--- src/rtl/evt_pkg.sv ---
package evt_pkg;
   localparam int DW = 32;
   localparam int AW = 12;

   localparam logic [AW-1:0] OFS_ID   = 12'h000;
   localparam logic [AW-1:0] OFS_TICK = 12'h004;
   localparam logic [AW-1:0] OFS_GCFG = 12'h010;
   localparam logic [AW-1:0] OFS_STS  = 12'h020;
   localparam logic [AW-1:0] OFS_CNT  = 12'h0F0;
   localparam int CH_BASE   = 256;
   localparam int CH_STRIDE = 32;
   localparam int SUB_CFG   = 0;
   localparam int SUB_MASK  = 4;
   localparam int SUB_CMP   = 8;

   localparam int G_RUN = 0;
   localparam int G_FIX = 1;

   localparam int B_LVL  = 1;
   localparam int B_IEN  = 2;
   localparam int B_PER  = 3;
   localparam int B_PCAP = 4;
   localparam int B_VS   = 6;
   localparam int B_F32  = 8;
   localparam int B_RT   = 9;
   localparam int RT_W   = 5;

   localparam int ID_FIXCAP = 15;
   localparam int ID_NCH    = 8;

   function automatic logic [AW-1:0] ch_addr(input int idx, input int sub);
      return AW'(CH_BASE + CH_STRIDE * idx + sub);
   endfunction
endpackage

--- src/rtl/evt_counter.sv ---
module evt_counter #(
   parameter int W = 32
) (
   input  logic         clk,
   input  logic         rst_n,
   input  logic         run,
   input  logic         load,
   input  logic [W-1:0] load_val,
   output logic [W-1:0] value
);
   if (W < 8) begin : g_bad_width
      $error("evt_counter: W must be at least 8");
   end

   always_ff @(posedge clk) begin
      if (!rst_n)     value <= '0;
      else if (run)   value <= value + W'(1);
      else if (load)  value <= load_val;
   end

   // running counter steps by one every clock
   a_r2_count_step: assert property (@(posedge clk) disable iff (!rst_n)
      run |=> value == $past(value) + W'(1));
   // stopped counter without a load holds
   a_r2_count_hold: assert property (@(posedge clk) disable iff (!rst_n)
      (!run && !load) |=> $stable(value));
endmodule

--- src/rtl/evt_channel.sv ---
module evt_channel import evt_pkg::*; #(
   parameter bit PER_CAP = 1'b1
) (
   input  logic            clk,
   input  logic            rst_n,
   input  logic            cnt_run,
   input  logic [DW-1:0]   cnt,
   input  logic            cfg_we,
   input  logic            cmp_we,
   input  logic [DW-1:0]   wdata,
   output logic [DW-1:0]   cfg_word,
   output logic [DW-1:0]   cmp_val,
   output logic            irq_hit,
   output logic            is_level,
   output logic [RT_W-1:0] route
);
   logic lvl, ien, per, vs, f32;
   logic [RT_W-1:0] rt;
   logic [DW-1:0] cmp;
   logic [DW-1:0] period;
   logic want_period;
   logic match, reload, cmp_load;

   assign match    = cnt_run && (cnt == cmp);
   assign reload   = PER_CAP && match && per;
   assign cmp_load = cmp_we && (!want_period || (vs && per));

   always_ff @(posedge clk) begin
      if (!rst_n) begin
         lvl <= 1'b0; ien <= 1'b0; per <= 1'b0; vs <= 1'b0; f32 <= 1'b0;
         rt  <= '0;
      end else if (cfg_we) begin
         lvl <= wdata[B_LVL];
         ien <= wdata[B_IEN];
         per <= wdata[B_PER];
         vs  <= wdata[B_VS];
         f32 <= wdata[B_F32];
         rt  <= wdata[B_RT +: RT_W];
      end else if (cmp_we) begin
         vs  <= 1'b0;
      end
   end

   always_ff @(posedge clk) begin
      if (!rst_n)        cmp <= '1;
      else if (cmp_load) cmp <= wdata;
      else if (reload)   cmp <= cmp + period;
   end

   if (PER_CAP) begin : g_periodic
      always_ff @(posedge clk) begin
         if (!rst_n) begin
            want_period <= 1'b0;
            period      <= '0;
         end else if (cfg_we) begin
            want_period <= 1'b0;
         end else if (cmp_we) begin
            if (vs && per) begin
               want_period <= 1'b1;
            end else if (want_period) begin
               period      <= wdata;
               want_period <= 1'b0;
            end
         end
      end

      // a periodic hit moves the compare forward by the period
      a_r6_advance: assert property (@(posedge clk) disable iff (!rst_n)
         (match && per && !cmp_we) |=> cmp == $past(cmp) + $past(period));
   end else begin : g_oneshot_only
      assign want_period = 1'b0;
      assign period      = '0;
   end

   always_comb begin
      cfg_word = '0;
      cfg_word[B_LVL]  = lvl;
      cfg_word[B_IEN]  = ien;
      cfg_word[B_PER]  = per;
      cfg_word[B_PCAP] = PER_CAP;
      cfg_word[B_VS]   = vs;
      cfg_word[B_F32]  = f32;
      cfg_word[B_RT +: RT_W] = rt;
   end

   assign cmp_val  = cmp;
   assign irq_hit  = match && ien;
   assign is_level = lvl;
   assign route    = rt;

   // value-set clears on the compare write that follows it
   a_r6_vs_clear: assert property (@(posedge clk) disable iff (!rst_n)
      (vs && cmp_we) |=> !vs);
   // a one-shot compare never moves without a write
   a_r5_oneshot_hold: assert property (@(posedge clk) disable iff (!rst_n)
      (!per && !cmp_we) |=> $stable(cmp));
endmodule

--- src/rtl/evt_timer.sv ---
module evt_timer import evt_pkg::*; #(
   parameter int              NUM_CH      = 3,
   parameter int              NUM_IRQ     = 16,
   parameter logic [31:0]     TICK_FS     = 32'd50_000_000,
   parameter logic [15:0]     VENDOR      = 16'h5A17,
   parameter logic [7:0]      REVISION    = 8'h03,
   parameter bit              FIX_CAP     = 1'b1,
   parameter logic [NUM_CH-1:0]    PER_CAPS    = 3'b011,
   parameter logic [NUM_CH*32-1:0] ROUTE_MASKS = {32'h0000F000, 32'h00000F00, 32'h000000F0}
) (
   input  logic               clk,
   input  logic               rst_n,
   input  logic [AW-1:0]      bus_addr,
   input  logic               bus_wr,
   input  logic [DW-1:0]      bus_wdata,
   output logic [DW-1:0]      bus_rdata,
   output logic [NUM_IRQ-1:0] irq_lines
);
   localparam logic [DW-1:0] ID_WORD =
      {VENDOR, FIX_CAP, 1'b0, 1'b0, 5'(NUM_CH - 1), REVISION};

   if (NUM_CH < 1 || NUM_CH > 32) begin : g_bad_nch
      $error("evt_timer: NUM_CH must be 1..32");
   end
   if (NUM_IRQ < 1 || NUM_IRQ > 32) begin : g_bad_nirq
      $error("evt_timer: NUM_IRQ must be 1..32");
   end
   if (TICK_FS == 0 || TICK_FS > 32'd100_000_000) begin : g_bad_tick
      $error("evt_timer: tick period must be nonzero and give at least 10 MHz");
   end
   if (FIX_CAP && (NUM_IRQ < 9 || NUM_CH < 2)) begin : g_bad_fix
      $error("evt_timer: fixed routing needs 9 lines and 2 channels");
   end

   logic run_q, fix_q;
   logic [DW-1:0] cnt;
   logic gcfg_we, cnt_load;
   logic [NUM_CH-1:0] hit, lvl, st_q, edge_q, st_clr, asserted, ok;
   logic [DW-1:0] cfg_word [NUM_CH];
   logic [DW-1:0] cmp_val  [NUM_CH];
   logic [RT_W-1:0] route  [NUM_CH];
   logic [RT_W-1:0] dest   [NUM_CH];

   assign gcfg_we  = bus_wr && (bus_addr == OFS_GCFG);
   assign cnt_load = bus_wr && (bus_addr == OFS_CNT) && !run_q;
   assign st_clr   = (bus_wr && bus_addr == OFS_STS) ? bus_wdata[NUM_CH-1:0] : '0;

   always_ff @(posedge clk) begin
      if (!rst_n) begin
         run_q <= 1'b0;
         fix_q <= 1'b0;
      end else if (gcfg_we) begin
         run_q <= bus_wdata[G_RUN];
         fix_q <= bus_wdata[G_FIX] & FIX_CAP;
      end
   end

   evt_counter #(.W(DW)) u_cnt (
      .clk(clk), .rst_n(rst_n), .run(run_q), .load(cnt_load),
      .load_val(bus_wdata), .value(cnt)
   );

   for (genvar c = 0; c < NUM_CH; c++) begin : g_ch
      localparam logic [31:0] MASK_C = ROUTE_MASKS[c*32 +: 32];
      logic cfg_we_c, cmp_we_c;
      assign cfg_we_c = bus_wr && (bus_addr == ch_addr(c, SUB_CFG));
      assign cmp_we_c = bus_wr && (bus_addr == ch_addr(c, SUB_CMP));

      evt_channel #(.PER_CAP(PER_CAPS[c])) u_ch (
         .clk(clk), .rst_n(rst_n), .cnt_run(run_q), .cnt(cnt),
         .cfg_we(cfg_we_c), .cmp_we(cmp_we_c), .wdata(bus_wdata),
         .cfg_word(cfg_word[c]), .cmp_val(cmp_val[c]),
         .irq_hit(hit[c]), .is_level(lvl[c]), .route(route[c])
      );

      if (FIX_CAP && c < 2) begin : g_fixed
         localparam logic [RT_W-1:0] FIX_LINE = (c == 0) ? RT_W'(0) : RT_W'(8);
         assign dest[c] = fix_q ? FIX_LINE : route[c];
         assign ok[c]   = fix_q ? 1'b1 : MASK_C[route[c]];
      end else begin : g_free
         assign dest[c] = route[c];
         assign ok[c]   = MASK_C[route[c]];
      end

      // a latched status bit survives until a 1 is written to it
      a_r3_status_hold: assert property (@(posedge clk) disable iff (!rst_n)
         (st_q[c] && !st_clr[c]) |=> st_q[c]);
      // an edge hit leaves status untouched
      a_r4_edge_no_status: assert property (@(posedge clk) disable iff (!rst_n)
         (edge_q[c] && !$past(st_q[c])) |-> !st_q[c]);
   end

   always_ff @(posedge clk) begin
      if (!rst_n) begin
         st_q   <= '0;
         edge_q <= '0;
      end else begin
         st_q   <= (st_q & ~st_clr) | (hit & lvl);
         edge_q <= hit & ~lvl;
      end
   end

   assign asserted = st_q | edge_q;

   always_comb begin
      irq_lines = '0;
      for (int c = 0; c < NUM_CH; c++) begin
         for (int l = 0; l < NUM_IRQ; l++) begin
            if (asserted[c] && ok[c] && dest[c] == RT_W'(l)) irq_lines[l] = 1'b1;
         end
      end
   end

   always_comb begin
      bus_rdata = '0;
      case (bus_addr)
         OFS_ID:   bus_rdata = ID_WORD;
         OFS_TICK: bus_rdata = TICK_FS;
         OFS_GCFG: bus_rdata = {30'b0, fix_q, run_q};
         OFS_STS:  bus_rdata = DW'(st_q);
         OFS_CNT:  bus_rdata = cnt;
         default:  bus_rdata = '0;
      endcase
      for (int c = 0; c < NUM_CH; c++) begin
         if (bus_addr == ch_addr(c, SUB_CFG))  bus_rdata = cfg_word[c];
         if (bus_addr == ch_addr(c, SUB_MASK)) bus_rdata = ROUTE_MASKS[c*32 +: 32];
         if (bus_addr == ch_addr(c, SUB_CMP))  bus_rdata = cmp_val[c];
      end
   end

   if (FIX_CAP) begin : g_fix_chk
      // with fixed routing, an asserted channel 0 always reaches line 0
      a_r7_fixed_line0: assert property (@(posedge clk) disable iff (!rst_n)
         (fix_q && asserted[0]) |-> irq_lines[0]);
   end
endmodule

--- config.mk ---
export PLATFORM = sky130hd
export DESIGN_NAME = evt_timer
export DESIGN_NICKNAME = d
export VERILOG_FILES = /design/src/rtl/evt_pkg.sv /design/src/rtl/evt_counter.sv /design/src/rtl/evt_channel.sv /design/src/rtl/evt_timer.sv
export SDC_FILE = /design/constraint.sdc
export NUM_CORES = 1
export LEC_CHECK = 0
export ABC_CLOCK_PERIOD_IN_PS = 3400
export BUFFER_PORTS_ARGS = -buffer_cell sky130_fd_sc_hd__buf_2
export CORE_ASPECT_RATIO = 1.1
export CORE_MARGIN = 2
export CORE_UTILIZATION = 29
export DETAILED_ROUTE_END_ITERATION = 8
export PLACE_DENSITY = 0.48
export SYNTH_ARGS = -nofsm -noshare
export SYNTH_HDL_FRONTEND = slang
export SYNTH_SLANG_ARGS = --single-unit
--- constraint.sdc ---
create_clock -name clk -period 3.4 [get_ports clk]
set_clock_uncertainty 0.1 [all_clocks]
set_input_delay 0.51 -clock clk [delete_from_list [all_inputs] [get_ports clk]]
set_output_delay 0.51 -clock clk [all_outputs]
set_load 0.005 [all_outputs]
==> results of run 1 <==
[layout make-up]
type / instances / share of cell area
clock buffers: 48 / 0.0494
clock inverters: 7 / 0.00336
inverters: 44 / 0.00888
multi-input cells: 1668 / 0.559
flip-flops and latches: 235 / 0.253
well taps: 728 / 0.0490
repair buffers: 208 / 0.0777
[layout by cell type, fill, tap and decap left out, drive strengths merged, types with 8 or more instances in the layout]
cell type  instances
clkbuf            48
o21ai             82
buf              208
xor2              58
nor2             129
nand2            444
a21o              20
and3              26
nor3b             13
nor4              17
xnor2             96
and2              15
a31oi             13
a222oi            23
nand2b            12
o221ai             9
dfxtp            235
a21boi            94
a311oi            10
inv               43
nor3              32
ha                63
a211oi            49
a221oi            11
or4                9
o21bai             8
nand3             76
o21a              10
a22oi             11
o211ai            46
a21oi            115
nand4             31
or3                9
mux2i             23
nor2b             17
[worst max-delay path, cell delays in order]
cell	delay [ns]
buf_2	0.11
or4_1	0.58
nor3_1	0.20
buf_4	0.22
and2_0	0.40
a211o_1	0.16
a221oi_1	0.04
a21oi_1	0.27
buf_2	0.18
[sequential cells by signal, indices dropped and copies added (netlist names), 15 cells and up, named ones only]
register,cells
g_ch.u_ch.period,64
g_ch.u_ch.cmp_val,96
u_cnt.value,32
g_ch.u_ch.route,15
[final timing paths]
kind / to / cells past startpoint / slack (ns) / startpoint
hold reg to reg: g_ch[1].u_ch.period[28] / 2 / 0.37 / g_ch[1].u_ch.period[28]
hold / removal: g_ch[1].u_ch.period[29] / 3 / 0.14 / bus_wdata[29]
setup / recovery: bus_rdata[14] / 9 / 0.12 / bus_addr[9]
setup reg to reg: g_ch[0].u_ch.cmp_val[30] / 12 / 0.19 / g_ch[0].u_ch.cmp_val[0]
[repair_timing]
action                                 4_1_cts  5_1_grt
endpoints found under the hold margin        0        0
setup endpoints to repair                    0        7
hold buffers                                 0        0
resized for setup                            0        7
[per-layer routing]
| metal | vias up | wire length (µm) |
|---|---|---|
| met4 | 0 | 2170 |
| met3 | 110 | 4320 |
| li1 | 7678 | - |
| met5 | - | 0 |
| met2 | 634 | 30300 |
| met1 | 7758 | 28700 |
[power by group]
group          leakage, nW  internal, mW  switching [mW]
Clock                0.484          1.91            1.32
Combinational         4.87        0.0526           0.167
Sequential            1.90          2.75        0.000472
[cell families (layout without fill, tap and decap cells)]
group / Yosys count / after routing / synth area share
AND/OR/NAND/NOR: 861 / 861 / 0.248
adder cells (fa/ha/maj): 65 / 65 / 0.0523
multiplexers: 24 / 24 / 0.0152
XOR/XNOR: 154 / 154 / 0.0870
flip-flops: 235 / 235 / 0.297
AO/OA/AOI/OAI: 564 / 564 / 0.248
buffers and inverters: 199 / 307 / 0.0520
[stage by stage]
stage	setup WS, ns	util	cells	total power [mW]
6_report	0.123	0.346	2938	6.21
5_1_grt	0.0205	0.346	2938	6.36
4_1_cts	0.170	0.345	2938	6.27
3_5_place_dp	0.182	0.327	2883	3.03
3_3_place_gp	0.223	0.327	2883	3.03
2_1_floorplan	0.384	-	2102	2.90
==> out/metrics.cfg, run 1 <==
[finish]
seq_area_um2 = 4700
nNetsFinal = 2299
multi_input_area_um2 = 10400
layout-drive-gt1-share = 0.130
finalInstanceArea_um2 = 18600
n_antenna_cell = 0
syn_to_final_growth_pct = 17.4
fillCellCount = 5760

[critical_path]
cp.required_ns = 2.79
critPathCaptureType = output pin
arrival_ns = 2.67
startpoint_type = input port
path_class = in2out
crit_fanout = 6

[drt]
first_iter_violations = 1639
wl_per_cell_um = 22.3
dr.pass1.iters = 7
postRouteAntennaNets = 0
viasPerCell = 5.51
drt_wl_total_um = 65400
num_vias = 16200
drcViolationCount = 0

[synth]
synth_top_area_cell = dfxtp_1
synthesis.nets = 2214
yosysMostFrequentCell = nand2_1
async_reset_ff_frac = 0
synthCells = 2102
ys_top_cells_by_area = dfxtp_1 30%, nand2_1 10%, xnor2_1 5.1%, ha_1 5.0%, a21boi_0 4.5%
syn-cell-area_um2 = 15800
synth_cell_types = 80
ys.flop_type = dfxtp_1
synthTopCellsByCount = 443 x nand2_1, 235 x dfxtp_1, 129 x nor2_1
syn_area_per_cell_um2 = 7.54
synth_top_area_frac = 0.297
seq_area_frac_synth = 0.297
synth_edf_count = 0
ys_ff_latch = 235
yosysWarnings = 0

[sta]
rsz0062_at_grt = no
timing.hold.ws_ns = 0.144
setup_violations = 0
relSlewSlack = 0.551
fin_crit_ns = 3.28
worstMarginPinSlew_ns = 0.668
timing.fmax_mhz = 305
hold_violations = 0
slew_viol_final = 0
setup_tns_ns = 0
final.period_utilization = 0.964

[floorplan]
start_util = 0.295
dieArea_um2 = 56500
die_x_um = 227
fp.coreArea_um2 = 53800
dieHeight_um = 249
pin_count = 95
rows = 89

[global_route]
grt_pass1_wl_um = 97600
grt_pass1_vias = 15100
grt_max_degree = 87
grt-busiest-layer = met2
grt_antenna_before_repair = 0
grt_overflow_total = 0
met3_usage = 0.0320
gr-usage-met2 = 0.373
grt_use_met1 = 0.304
gr-usage-all-layers = 0.227

[place]
gp_congestion = 0.956
hpwl_um = 48700
placed_area_um2 = 17600
io_buffers = 94

[clocking]
clk_pin_slew_ns = 0.05
h-tree-depth = 1
tritoncts = yes
clkSinkCount = 235
cts_root_buf = clkbuf_16
numCtsBuffers = 30
cts_max_path_buffers = 3
clk_latency_ns = 0.59
post_cts_buffers = 0

[outcome]
status = completed

[min_path]
hold_path_class = in2reg

[pwr]
ir_worst_vdd_mv = 0.353
power_density_nw_per_um2 = 334
p_leak_nw = 7.25

[flow_run]
maxCapViolCount = 0

(Power assumes the default switching activity.)
==> run 2: changes to the inputs <==
Settings changed: CTS_BUF_LIST set to sky130_fd_sc_hd__clkbuf_8, REMOVE_ABC_BUFFERS set to 1.
==> out/metrics.cfg, run 2 (same netlist as run 1, synthesis figures left out) <==
[place]
gp_congestion = 0.931
hpwl_um = 49300
io_buffers = 94

[drt]
drcViolationCount = 0
drt_wl_total_um = 66800
postRouteAntennaNets = 0
num_vias = 16400
dr.pass1.iters = 6
viasPerCell = 5.51
first_iter_violations = 1660
wl_per_cell_um = 22.5

[floorplan]
dieHeight_um = 249
fp.coreArea_um2 = 53800
pin_count = 95
dieArea_um2 = 56500
start_util = 0.295
rows = 89
die_x_um = 227

[sta]
hold_violations = 0
relSlewSlack = 0.508
fin_crit_ns = 3.32
timing.hold.ws_ns = 0.0950
final.period_utilization = 0.975
worstMarginPinSlew_ns = 0.733
setup_violations = 0
rsz0062_at_grt = no
slew_viol_final = 0
setup_tns_ns = 0
timing.fmax_mhz = 302

[finish]
layout-drive-gt1-share = 0.140
final_cell_mix = 443 x nand2_1, 235 x dfxtp_1, 123 x nor2_1
n_antenna_cell = 0
nNetsFinal = 2319
syn_to_final_growth_pct = 17.2
layout_commonest_cell = nand2_1
utilization = 0.345
largest_reg_flops = 96
fillCellCount = 5733

[critical_path]
crit_fanout = 5
startpoint_type = input port
path_cells = buf_2, or4_1, nor3_1, and2_0, buf_4, a211oi_1, o21ai_0, buf_2
cp.required_ns = 2.79
cp_slowest_cell = or4_1
path_class = in2out
critPathCaptureType = output pin
max_stage_delay_ns = 0.60
worst_path_most_repeated_cell = buf_2
arrival_ns = 2.71

[pwr]
ir_worst_vdd_mv = 0.225
power_mw = 5.95
power_density_nw_per_um2 = 321
p_leak_nw = 7.32

[clocking]
cts_root_buf = clkbuf_8
clkSinkCount = 235
tritoncts = yes
cts_hold_buffers = 0
cts_max_path_buffers = 3
h-tree-depth = 2
clk_pin_slew_ns = 0.06
numCtsBuffers = 47
clk_latency_ns = 0.64

[global_route]
gr-usage-all-layers = 0.232
grt_pass1_vias = 15500
grt_overflow_total = 0
grt_max_degree = 77
grt_antenna_before_repair = 2
grt_pass1_wl_um = 98900

[outcome]
status = completed

[min_path]
hold_path_class = in2reg

[flow_run]
maxCapViolCount = 0

run 2: final timing paths:
check	cells past startpoint	endpoint	startpoint	slack (ns)
worst max-delay path	8	bus_rdata[7]	bus_addr[9]	0.08
worst min-delay path	2	g_ch[1].u_ch.cmp_val[16]	rst_n	0.1
worst max register to register	12	g_ch[0].u_ch.cmp_val[30]	g_ch[0].u_ch.period[0]	0.20
worst min register to register	2	g_ch[0].u_ch.period[22]	g_ch[0].u_ch.period[22]	0.37
run 2: final cells by class:
cell class,count,area (µm²),area share
Timing Repair Buffer,211,1470,0.0790
Sequential cell,235,4700,0.253
Tap cell,728,911,0.0491
Clock buffer,61,840,0.0452
Clock inverter,21,96.3,0.00519
Inverter,44,165,0.00890
Multi-Input combinational cell,1668,10400,0.559
run 2: repair_timing:
item	CTS	global route
buffers inserted	0	0
setup endpoints to repair	0	5
resized for setup	0	5
endpoints found under the hold margin	0	0
run 2: per-layer routing:
layer,vias up,share of wire,track usage
li1,7709,-,-
met4,4,0.043,0.0904
met2,649,0.44,0.364
met1,7840,0.44,0.312
met3,159,0.072,0.0427
met5,-,0.00037,0
run 2: stage by stage:
| stage | area [µm²] | setup slack, ns | instances |
|---|---|---|---|
| after CTS | 18500 | 0.155 | 2968 |
| final | 18600 | 0.0841 | 2968 |
| after floorplan | 15200 | -1.27 | 1947 |
| after global placement | 17600 | 0.189 | 2886 |
| after global routing | 18600 | 0.0284 | 2968 |
| after detailed placement | 17600 | 0.163 | 2886 |
run 2: where the power goes:
group / internal [mW] / total, mW / leakage, nW / switching, mW
sequential: 2.75 / 2.76 / 1.90 / 0.000470
combinational: 0.0534 / 0.225 / 4.89 / 0.171
clock: 1.60 / 2.97 / 0.540 / 1.37
total: 4.41 / 5.95 / 7.32 / 1.54
run 2: critical path, delay by kind of cell:
family                 cells  cell delay, ns
AOI/OAI and AO/OA          2            0.43
buffers and inverters      3            0.55
and+or+nand+nor            3            1.21
==> run 3: changes to the inputs <==
==> constraint.sdc (replaced) <==
create_clock -name clk -period 3.4 [get_ports clk]
set_clock_uncertainty 0.1 [all_clocks]
set_input_delay 0.51 -clock clk [delete_from_list [all_inputs] [get_ports clk]]
set_output_delay 0.51 -clock clk [all_outputs]
set_load 0.05 [all_outputs]
==> out/metrics.cfg, run 3 (same netlist as run 1, synthesis figures left out) <==
[outcome]
status = completed

[critical_path]
rr_startpoint = g_ch[1].u_ch.cmp_val[1]
r2r-end = g_ch[1].u_ch.cmp_val[21]
arrival_ns = 2.68
crit_fanout = 5
path_class = in2out
rrSetupSlack_ns = 0.19
startpoint = bus_addr[9]
cp.required_ns = 2.79
critPathCaptureType = output pin
startpoint_type = input port
reg2reg_depth = 10

[min_path]
min_path_cells = 2
hold_path_class = in2reg
hp-start = rst_n
hold-path-endpoint = g_ch[1].u_ch.cmp_val[7]

[global_route]
grt_antenna_before_repair = 2
grt_overflow_total = 0
gr-usage-all-layers = 0.229
grt_pass1_wl_um = 97700
grt_max_degree = 78
grt_pass1_vias = 15400

[place]
gp_congestion = 0.948
placed_area_um2 = 17600
io_buffers = 94
hpwl_um = 48800
dp_slack_ns = 0.133
placed_cells = 2888

[pwr]
p_leak_nw = 7.32
power_mw = 5.88
ir_worst_vdd_mv = 0.225
power_density_nw_per_um2 = 317

[finish]
syn_to_final_growth_pct = 17.3
finalInstanceArea_um2 = 18600
layout_commonest_cell = nand2_1
largest_reg_flops = 96
stdcell_count = 2968
final_cell_mix = 443 x nand2_1, 235 x dfxtp_1, 123 x nor2_1
layout-drive-gt1-share = 0.140
nNetsFinal = 2319
utilization = 0.346

[clocking]
clk_latency_ns = 0.64
cts_max_path_buffers = 3
clkSinkCount = 235
numCtsBuffers = 45
cts_root_buf = clkbuf_8
clk_pin_slew_ns = 0.06
tritoncts = yes
h-tree-depth = 2
cts_hold_buffers = 0

[sta]
timing.hold.ws_ns = 0.109
timing.fmax_mhz = 304
relSlewSlack = 0.474
final.period_utilization = 0.967
hold_violations = 0
fin_ws_ns = 0.112
worstMarginPinSlew_ns = 0.782
setup_violations = 0
setup_tns_ns = 0
slew_viol_final = 0
fin_crit_ns = 3.29

[drt]
dr.pass1.iters = 8
wl_per_cell_um = 22.2
viasPerCell = 5.48
num_vias = 16300
drcViolationCount = 0
first_iter_violations = 1604
drt_wl_total_um = 66000
postRouteAntennaNets = 0

[floorplan]
fp.coreArea_um2 = 53800
start_util = 0.295
dieHeight_um = 249
rows = 89
pin_count = 95
dieArea_um2 = 56500
die_x_um = 227

[flow_run]
maxCapViolCount = 0

[run 3: worst max-delay path by stage]
stage / slack [ns] / end / cells after the start
final: 0.11 / bus_rdata[14] / 10
after global routing: -0.004 / g_ch[0].u_ch.cmp_val[28] / 12
after CTS: 0.13 / bus_rdata[2] / 9
after detailed placement: 0.13 / bus_rdata[2] / 9
after global placement: 0.11 / bus_rdata[13] / 10
after floorplan: -1.71 / bus_rdata[2] / 7
[run 3: power breakdown]
| group | switching [mW] | total [mW] | internal [mW] |
|---|---|---|---|
| clock | 1.32 | 2.91 | 1.59 |
| combinational | 0.170 | 0.223 | 0.0531 |
| sequential | 0.000430 | 2.76 | 2.75 |
| total | 1.49 | 5.88 | 4.39 |
[run 3: routing by layer]
layer	track usage	wire length, µm	vias to the layer above	part of all wire
met4	0.109	3140	0	0.048
met3	0.0442	5140	147	0.078
li1	-	-	7723	-
met2	0.357	29500	688	0.45
met5	0	0	-	0
met1	0.302	28300	7701	0.43
[run 3: cell type report]
class	count	area [µm²]
diodes	1	2.50
well taps	728	911
flip-flops and latches	235	4700
inverters	44	165
clock buffers	61	840
fillers	5728	35200
repair buffers	213	1510
multi-input cells	1668	10400
clock inverters	18	77.6
[run 3: critical path: stages]
cell	delay, ns
buf_2	0.11
or4_1	0.59
nor3_1	0.36
and2_0	0.25
buf_4	0.22
a211o_1	0.12
a221oi_1	0.04
a21oi_1	0.17
buf_4	0.17
buf_12	0.14
[run 3: what timing repair did]
item | CTS | global route
hold endpoints to repair | 0 | 0
endpoints found under the setup margin | 0 | 12
gates resized for setup | 0 | 9
setup buffers | 0 | 0
